$ cat config.mk
export PLATFORM = sky130hd
export DESIGN_NAME = psr_core
export DESIGN_NICKNAME = d
export VERILOG_FILES = /design/src/rtl/psr_pkg.sv /design/src/rtl/psr_rst_sync.sv /design/src/rtl/psr_flag_cell.sv /design/src/rtl/psr_upd_merge.sv /design/src/rtl/psr_push_image.sv /design/src/rtl/psr_core.sv
export SDC_FILE = /design/constraint.sdc
export NUM_CORES = 1
export LEC_CHECK = 0
export BUFFER_PORTS_ARGS = -buffer_cell sky130_fd_sc_hd__buf_2
export CAP_MARGIN = 25
export CORE_ASPECT_RATIO = 1.4
export CORE_MARGIN = 8
export CORE_UTILIZATION = 32
export DETAILED_ROUTE_END_ITERATION = 16
export PLACE_DENSITY = 0.79
export SLEW_MARGIN = 10
export SYNTH_ARGS = -nofsm -noshare
export SYNTH_HDL_FRONTEND = slang
export SYNTH_SLANG_ARGS = --single-unit
$ cat constraint.sdc
create_clock -name clk -period 1.04 [get_ports clk]
set_input_delay 0.208 -clock clk [delete_from_list [all_inputs] [get_ports clk]]
set_output_delay 0.208 -clock clk [all_outputs]
set_load 0.05 [all_outputs]
$ cat src/rtl/psr_pkg.sv
package psr_pkg;
  localparam int PSR_W = 8;
  localparam int BIT_C = 0;
  localparam int BIT_Z = 1;
  localparam int BIT_I = 2;
  localparam int BIT_D = 3;
  localparam int BIT_B = 4;
  localparam int BIT_T = 5;
  localparam int BIT_V = 6;
  localparam int BIT_N = 7;
  typedef logic [PSR_W-1:0] psr_t;
  localparam psr_t SET_OK  = 8'b0010_1101;
  localparam psr_t CLR_OK  = 8'b0110_1101;
  localparam psr_t RST_IMG = 8'b0000_0100;
endpackage

$ cat src/rtl/psr_rst_sync.sv
module psr_rst_sync #(
  parameter int STAGES = 2
) (
  input  logic clk,
  input  logic rst_n,
  output logic rst_n_o
);
  logic [STAGES-1:0] sh_q;
  logic [STAGES-1:0] sh_d;

  always_comb begin
    sh_d = {sh_q[STAGES-2:0], 1'b1};
  end

  always_ff @(posedge clk or negedge rst_n) begin
    if (!rst_n) sh_q <= '0;
    else        sh_q <= sh_d;
  end

  assign rst_n_o = sh_q[STAGES-1];
endmodule

$ cat src/rtl/psr_flag_cell.sv
module psr_flag_cell #(
  parameter bit HAS_SET = 1'b1,
  parameter bit HAS_CLR = 1'b1,
  parameter bit RST_BIT = 1'b0
) (
  input  logic clk,
  input  logic rst_n,
  input  logic force_i,
  input  logic force_val_i,
  input  logic ld_i,
  input  logic ld_val_i,
  input  logic set_i,
  input  logic clr_i,
  input  logic upd_i,
  input  logic upd_val_i,
  output logic q_o
);
  logic q_q;
  logic q_d;
  logic q_en;
  logic set_eff;
  logic clr_eff;

  assign set_eff = set_i & HAS_SET;
  assign clr_eff = clr_i & HAS_CLR;

  // priority: interrupt force, stack load, set, clear, arithmetic update
  always_comb begin
    q_d  = q_q;
    q_en = force_i | ld_i | set_eff | clr_eff | upd_i;
    if (force_i)      q_d = force_val_i;
    else if (ld_i)    q_d = ld_val_i;
    else if (set_eff) q_d = 1'b1;
    else if (clr_eff) q_d = 1'b0;
    else if (upd_i)   q_d = upd_val_i;
  end

  always_ff @(posedge clk or negedge rst_n) begin
    if (!rst_n)    q_q <= RST_BIT;
    else if (q_en) q_q <= q_d;
  end

  assign q_o = q_q;

  generate
    if (HAS_SET) begin : g_set_chk
      assert_set_wins_R7: assert property (@(posedge clk) disable iff (!rst_n)
        (set_i && !force_i && !ld_i) |=> q_o);
    end
    if (HAS_CLR) begin : g_clr_chk
      assert_clr_takes_R6: assert property (@(posedge clk) disable iff (!rst_n)
        (clr_i && !set_eff && !force_i && !ld_i) |=> !q_o);
    end
  endgenerate

  // strobes outside the masks leave the bit alone
  assert_idle_hold_R12: assert property (@(posedge clk) disable iff (!rst_n)
    !(force_i || ld_i || set_eff || clr_eff || upd_i) |=> $stable(q_o));
endmodule

$ cat src/rtl/psr_upd_merge.sv
module psr_upd_merge
  import psr_pkg::*;
(
  input  psr_t       upd_en,
  input  psr_t       upd_val,
  input  logic       zn_en,
  input  logic [7:0] zn_res,
  input  logic       bt_en,
  input  logic [7:0] bt_op,
  output psr_t       en_o,
  output psr_t       val_o
);
  always_comb begin
    en_o  = upd_en;
    val_o = upd_val;
    if (zn_en) begin
      en_o[BIT_Z]  = 1'b1;
      val_o[BIT_Z] = ~|zn_res;
      en_o[BIT_N]  = 1'b1;
      val_o[BIT_N] = zn_res[7];
    end
    if (bt_en) begin
      en_o[BIT_V]  = 1'b1;
      val_o[BIT_V] = bt_op[6];
    end
  end
endmodule

$ cat src/rtl/psr_push_image.sv
module psr_push_image
  import psr_pkg::*;
(
  input  psr_t flags_i,
  input  logic irq_take,
  input  logic irq_brk,
  output psr_t push_o
);
  always_comb begin
    push_o = flags_i;
    if (irq_take) push_o[BIT_B] = irq_brk;
  end
endmodule

$ cat src/rtl/psr_core.sv
module psr_core
  import psr_pkg::*;
#(
  parameter int   SYNC_STAGES = 2,
  parameter psr_t SET_MASK    = SET_OK,
  parameter psr_t CLR_MASK    = CLR_OK
) (
  input  logic       clk,
  input  logic       rst_n,
  input  logic       irq_take,
  input  logic       irq_brk,
  input  logic       stk_load,
  input  logic [7:0] stk_data,
  input  logic [7:0] set_strb,
  input  logic [7:0] clr_strb,
  input  logic [7:0] upd_en,
  input  logic [7:0] upd_val,
  input  logic       zn_en,
  input  logic [7:0] zn_res,
  input  logic       bt_en,
  input  logic [7:0] bt_op,
  output logic [7:0] flags,
  output logic [7:0] push_byte
);
  logic rst_n_s;
  psr_t mrg_en;
  psr_t mrg_val;
  psr_t flg;

  psr_rst_sync #(.STAGES(SYNC_STAGES)) u_rst (
    .clk(clk), .rst_n(rst_n), .rst_n_o(rst_n_s)
  );

  psr_upd_merge u_merge (
    .upd_en(upd_en), .upd_val(upd_val), .zn_en(zn_en), .zn_res(zn_res),
    .bt_en(bt_en), .bt_op(bt_op), .en_o(mrg_en), .val_o(mrg_val)
  );

  generate
    for (genvar i = 0; i < PSR_W; i++) begin : g_flag
      localparam bit IS_FORCED = (i == BIT_I) || (i == BIT_B);
      logic frc;
      logic frc_val;
      assign frc     = irq_take & IS_FORCED;
      assign frc_val = (i == BIT_I) ? 1'b1 : irq_brk;
      psr_flag_cell #(
        .HAS_SET(SET_MASK[i]), .HAS_CLR(CLR_MASK[i]), .RST_BIT(RST_IMG[i])
      ) u_cell (
        .clk(clk), .rst_n(rst_n_s),
        .force_i(frc), .force_val_i(frc_val),
        .ld_i(stk_load), .ld_val_i(stk_data[i]),
        .set_i(set_strb[i]), .clr_i(clr_strb[i]),
        .upd_i(mrg_en[i]), .upd_val_i(mrg_val[i]),
        .q_o(flg[i])
      );
    end
  endgenerate

  psr_push_image u_push (
    .flags_i(flg), .irq_take(irq_take), .irq_brk(irq_brk), .push_o(push_byte)
  );

  assign flags = flg;

  assert_irq_masks_R3: assert property (@(posedge clk) disable iff (!rst_n_s)
    irq_take |=> (flags[BIT_I] && flags[BIT_B] == $past(irq_brk)));

  assert_stack_load_R11: assert property (@(posedge clk) disable iff (!rst_n_s)
    (stk_load && !irq_take) |=> flags == $past(stk_data));

  assert_zero_neg_R8: assert property (@(posedge clk) disable iff (!rst_n_s)
    (zn_en && !stk_load) |=>
      (flags[BIT_Z] == ($past(zn_res) == 8'd0) && flags[BIT_N] == $past(zn_res[7])));

  assert_bit_test_R9: assert property (@(posedge clk) disable iff (!rst_n_s)
    (bt_en && !stk_load && !clr_strb[BIT_V]) |=> flags[BIT_V] == $past(bt_op[6]));

  assert_push_plain_R4: assert property (@(posedge clk) disable iff (!rst_n_s)
    !irq_take |-> push_byte == flags);
endmodule

### After elaboration in Yosys (flattened, before gate mapping)

Cells that the tools add are included.

* output and inout port bits: 16
* latch bits: 0
* memories: 0
* input bits: 63
* bits in read-only memories: 0
* RAM bits: 0
* logic and storage cells: 79
* register bits after elaboration: 10

* reduce and logical (&&, ||, !) cells: 18
* add/sub/neg operators: 0
* divide/modulo/power cells: 0
* mux-type cells: 34
* order comparisons: 0
* shift operators: 0
* bitwise logic cells: 18
* multiply operators: 0
* equality and inequality tests: 0

Operator list (number)
* $mux 1: 34
* $or 1x1->1: 18
* $reduce_and 2->1: 8
* $reduce_bool 4->1: 3
* $reduce_or 8->1: 1
* $reduce_bool 3->1: 2
* $reduce_bool 5->1: 1
* $reduce_bool 2->1: 2
* $logic_not 1->1: 1

### Longest topological paths before layout

* depth in word-level cells: 5
* gate-level depth with buffers: 4

### Cells and area by module

Synthesis repeated with hierarchy kept, for this count alone.

* cells, all modules: 80
* area total of the unflattened synthesis: 748.2 µm²

Modules (own cells, without submodules)
* psr_flag_cell at g_flag[0].u_cell ...: seq. area each 25.0 µm², cells an instance 7, times used 3, area each 61.3 µm²
* psr_flag_cell at g_flag[1].u_cell ...: seq. area each 25.0 µm², cells an instance 5, times used 3, area each 55.1 µm²
* psr_upd_merge: seq. area each 0.0 µm², cells an instance 19, times used 1, area each 150.1 µm²
* psr_push_image: seq. area each 0.0 µm², cells an instance 8, times used 1, area each 67.6 µm²
* psr_flag_cell at g_flag[2].u_cell: seq. area each 26.3 µm², cells an instance 7, times used 1, area each 62.6 µm²
* psr_flag_cell at g_flag[6].u_cell: seq. area each 25.0 µm², cells an instance 5, times used 1, area each 57.6 µm²
* psr_rst_sync: seq. area each 50.0 µm², cells an instance 3, times used 1, area each 53.8 µm²
* psr_core: seq. area each 0.0 µm², cells an instance 2, times used 1, area each 7.5 µm²

### Worst setup path before layout

Ideal clock, no wire load.

* kind: register -> output
* from: register g_flag[4].u_cell.q_q
* to: output push_byte[4]
* path slack: -0.623 ns
* stages on the path, launching flop included: 3
* data arrival time: 1.455 ns
* path through: dfrtp_1 > inv_1 > o21ai_0

* cells in the longest elaborated chain, start to end: 1

Ends and longest elaborated chain
* from (decl): RTL line psr_flag_cell.sv:18 `logic q_q;`
* from (signal assigned): RTL line psr_flag_cell.sv:40 `else if (q_en) q_q <= q_d;`
* $mux 1: RTL line psr_push_image.sv:11 `if (irq_take) push_o[BIT_B] = irq_brk;`
* to (decl): RTL line psr_core.sv:23 `output logic [7:0] push_byte`

No other way between the ends.

### Worst setup path in the final report

* from: register g_flag[2].u_cell.q_q
* to: output flags[2]

RTL lines
* from (decl): RTL line psr_flag_cell.sv:18
* from (signal assigned): RTL line psr_flag_cell.sv:40
* to (decl): RTL line psr_core.sv:22 `output logic [7:0] flags,`

No word-level cell between the ends.

==> parameters.txt <==
Parameter                              Value

Synth
  Synthesized instance count    65
  Ys Warns    0
  Number of different library cells in the post-synthesis netlist    21
  Most area-consuming cells after synthesis    sky130_fd_sc_hd__dfrtp_1 (35%), sky130_fd_sc_hd__buf_4 (17%), sky130_fd_sc_hd__mux2i_1 (12%)
  Average instance area after synthesis    9.91 sq um
  Proportion of register bits with asynchronous set or reset after synthesis    100%
  Sequential share of the synthesized area    39.0%
  Netlist area before placement    644 sq um
  Synth area leader    sky130_fd_sc_hd__dfrtp_1
  Yosys top cell area share    35.0%
  List of most frequent post-synthesis cells    sky130_fd_sc_hd__buf_4 (15), sky130_fd_sc_hd__dfrtp_1 (9), sky130_fd_sc_hd__mux2i_1 (8), sky130_fd_sc_hd__o21ai_1 (6)
  Yosys reg bits    10
  Total nets after synthesis    128
  Most common cell in the synthesized netlist    sky130_fd_sc_hd__buf_4
  Number of enable-type register cells in the synthesized netlist    0
  Most instantiated flip-flop cell in the synthesis netlist    sky130_fd_sc_hd__dfrtp_1

GRT
  GRT Util Overall    12.2%
  Initial antenna violation count    0
  Largest net degree at the start of global routing    9
  First-pass GRT wire length    3480 um
  Vias in the first global route    798
  Total global routing overflow    0

Critical path
  Number of buffer and inverter instances along the worst setup path    1
  Setup slack of the most critical reg-to-reg path    -0.07 ns
  R2r endpoint    g_flag[4].u_cell.q_o$_DFFE_PN0P_
  Master of the slowest instance on the critical path    sky130_fd_sc_hd__dfstp_2
  Critical path, cell by cell    buf_8
  Worst reg2reg path startpoint    g_flag[4].u_cell.q_o$_DFFE_PN0P_
  Highest net fanout along the worst path    3
  Critical path startpoint category    flip-flop
  Largest stage delay, worst path    0.58 ns
  Critical path data arrival time    1.00 ns
  Worst reg-to-reg path cell count    4
  Kind of cell adding the most delay to the critical path    flip-flops
  Worst Setup Path Type    flip-flop to output pin
  Crit path capture type    output pin
  Worst Path Required    0.83 ns

Detailed routing
  Vias post-DR    669
  First-pass iteration count of the detailed router    2
  DRC viols    0
  Detail-routed net length per standard cell    15.0 um
  Final routed wirelength across all metal layers    2130 um
  Post-detailed-route via-to-cell ratio    4.71
  Detail Route Antenna Nets    0
  First-iteration detailed-routing DRC count    2

Die
  Die Outline Area    3730 sq um
  Horizontal die dimension    53.9 um
  Starting density of the core    33.5%
  Vertical extent of the die    69.1 um
  Row count    19
  I/O Pins    79
  Area of the core region    1930 sq um

Placed design
  Port bufs    64
  Half-perimeter wire length after placement    1820 um
  GP Congestion    0.692
  # placed instances    135

Timing
  Number of hold violations in the final report    0
  Least setup slack across all paths after layout    -0.168 ns
  Max-slew violation count    0
  Minimum clock period after layout    1.21 ns
  Total setup violations reported at the end of the flow    19
  Unrepaired setup endpoints after global routing    true
  Max Freq    0.827 GHz
  Worst Hold Slack    0.123 ns
  Final Cycle Share    116%
  Maximum clock skew at final layout    0.00469 ns

CTS
  H-tree depth    1
  Clock insertion delay at the later pin of the skew report    0.27 ns
  Clock tree root driver cell    sky130_fd_sc_hd__clkbuf_4
  Clk pin slew, worst setup/hold paths    0.07 ns
  Number of CTS-inserted buffers    3
  Clock Sinks    10
  Maximum clock insertion buffer count    2
  TritonCTS clock tree    yes

Power
  Pleak    0.565 nW
  Max VDD drop    0.000759 V
  Power per Cell Area    1260 nW/um^2

Final layout
  Share of cells above drive strength 1    63.6%
  Number of nets in the finished design    185
  Area growth syn-to-layout    63.7%
  Count of antenna diodes in the layout    0
  Non-filler instance count after layout    142

Outcome
  Violated checks    negative setup slack
  Result of the run    finished, violations left

Job
  Max-capacitance violation count    0

Worst hold path
  Type of the tightest min-delay check    flip-flop to async pin
[routing by layer]
metal  global-route usage (%)  wire length (um)  vias to the layer above
li1                         -                 -                      325
met1                     10.8               616                      308
met2                     23.2              1250                       34
met3                     4.72               239                        2
met4                     3.66                19                        0
met5                        0                 0                        -
[final cells by class]
type | instances | area (sq um)
fill | 183 | 871
timing repair buffer | 68 | 460
clock buffer | 4 | 36.3
tap | 21 | 26.3
multi-input combinational | 37 | 273
sequential | 10 | 251
inverter | 2 | 7.51
[placed cells by master (no fill, tap or decap), drive strengths merged]
| cell | instances |
|---|---|
| nor2 | 4 |
| o311ai | 1 |
| nor4b | 1 |
| dlygate4sd3 | 1 |
| dfstp | 1 |
| o21ai | 7 |
| o21a | 3 |
| conb | 1 |
| dfrtp | 9 |
| mux2 | 3 |
| o31a | 1 |
| mux2i | 8 |
| nor4 | 1 |
| nor3 | 1 |
| nand2 | 4 |
| clkbuf | 4 |
| o31ai | 1 |
| buf | 67 |
| nand3 | 1 |
| inv | 2 |
[worst max-delay path by stage]
| stage | start | endpoint | slack (ns) | cells past startpoint |
|---|---|---|---|---|
| 2_1_floorplan | g_flag[4].u_cell.q_o$_DFFE_PN0P_ | push_byte[4] | 0.01 | 2 |
| 3_3_place_gp | g_flag[2].u_cell.q_o$_DFFE_PN1P_ | push_byte[2] | 0.06 | 1 |
| 3_5_place_dp | g_flag[6].u_cell.q_o$_DFFE_PN0P_ | g_flag[6].u_cell.q_o$_DFFE_PN0P_ | 0.02 | 3 |
| 4_1_cts | g_flag[2].u_cell.q_o$_DFFE_PN1P_ | push_byte[2] | -0.18 | 1 |
| 5_1_grt | g_flag[4].u_cell.q_o$_DFFE_PN0P_ | push_byte[4] | -0.21 | 3 |
| 6_report | g_flag[2].u_cell.q_o$_DFFE_PN1P_ | flags[2] | -0.17 | 1 |
[power by group]
part / switching [W] / internal (W) / leakage (nW)
clock: 0.000138 / 0.000213 / 0.0210
sequential: 0.0000354 / 0.000421 / 0.116
combinational: 0.000292 / 0.000230 / 0.428
total: 0.000466 / 0.000864 / 0.565
[state kept, by name (all words and copies together) (netlist names)]
signal	cells
g_flag.u_cell.q_o	8
u_rst.sh_q	2
[timing repair]
item,in CTS,in global routing
hold buffers,1,0
endpoints found under the setup margin,16,20
pin swaps,0,2
setup buffers,2,0
gates resized for setup,32,4
endpoints found under the hold margin,2,0
[cell families (layout without fill, tap and decap cells)]
family          count (synthesis)  count (layout)  synth area share, %
mux                            11              11                 17.7
flops                          10              10                 39.0
buf+inv                        18              74                 20.4
simple gates                   12              12                 9.51
other cells                     1               1                0.582
compound gates                 13              13                 12.8
[per-stage QoR]
step / setup slack [ns] / setup TNS (ns) / total power, W / cell area (sq um) / utilization (%)
floorplan: 0.0126 / 0 / 0.000791 / 648 / -
detailed placement: 0.0164 / 0 / 0.000889 / 878 / 45.6
finish: -0.168 / -0.894 / 0.00133 / 1050 / 54.8
CTS: -0.176 / -1.13 / 0.00134 / 1040 / 54.0
global placement: 0.0572 / 0 / 0.000875 / 878 / 45.6
global route: -0.209 / -1.68 / 0.00139 / 1050 / 54.8
Note: power is estimated with default switching activity, not from simulation.
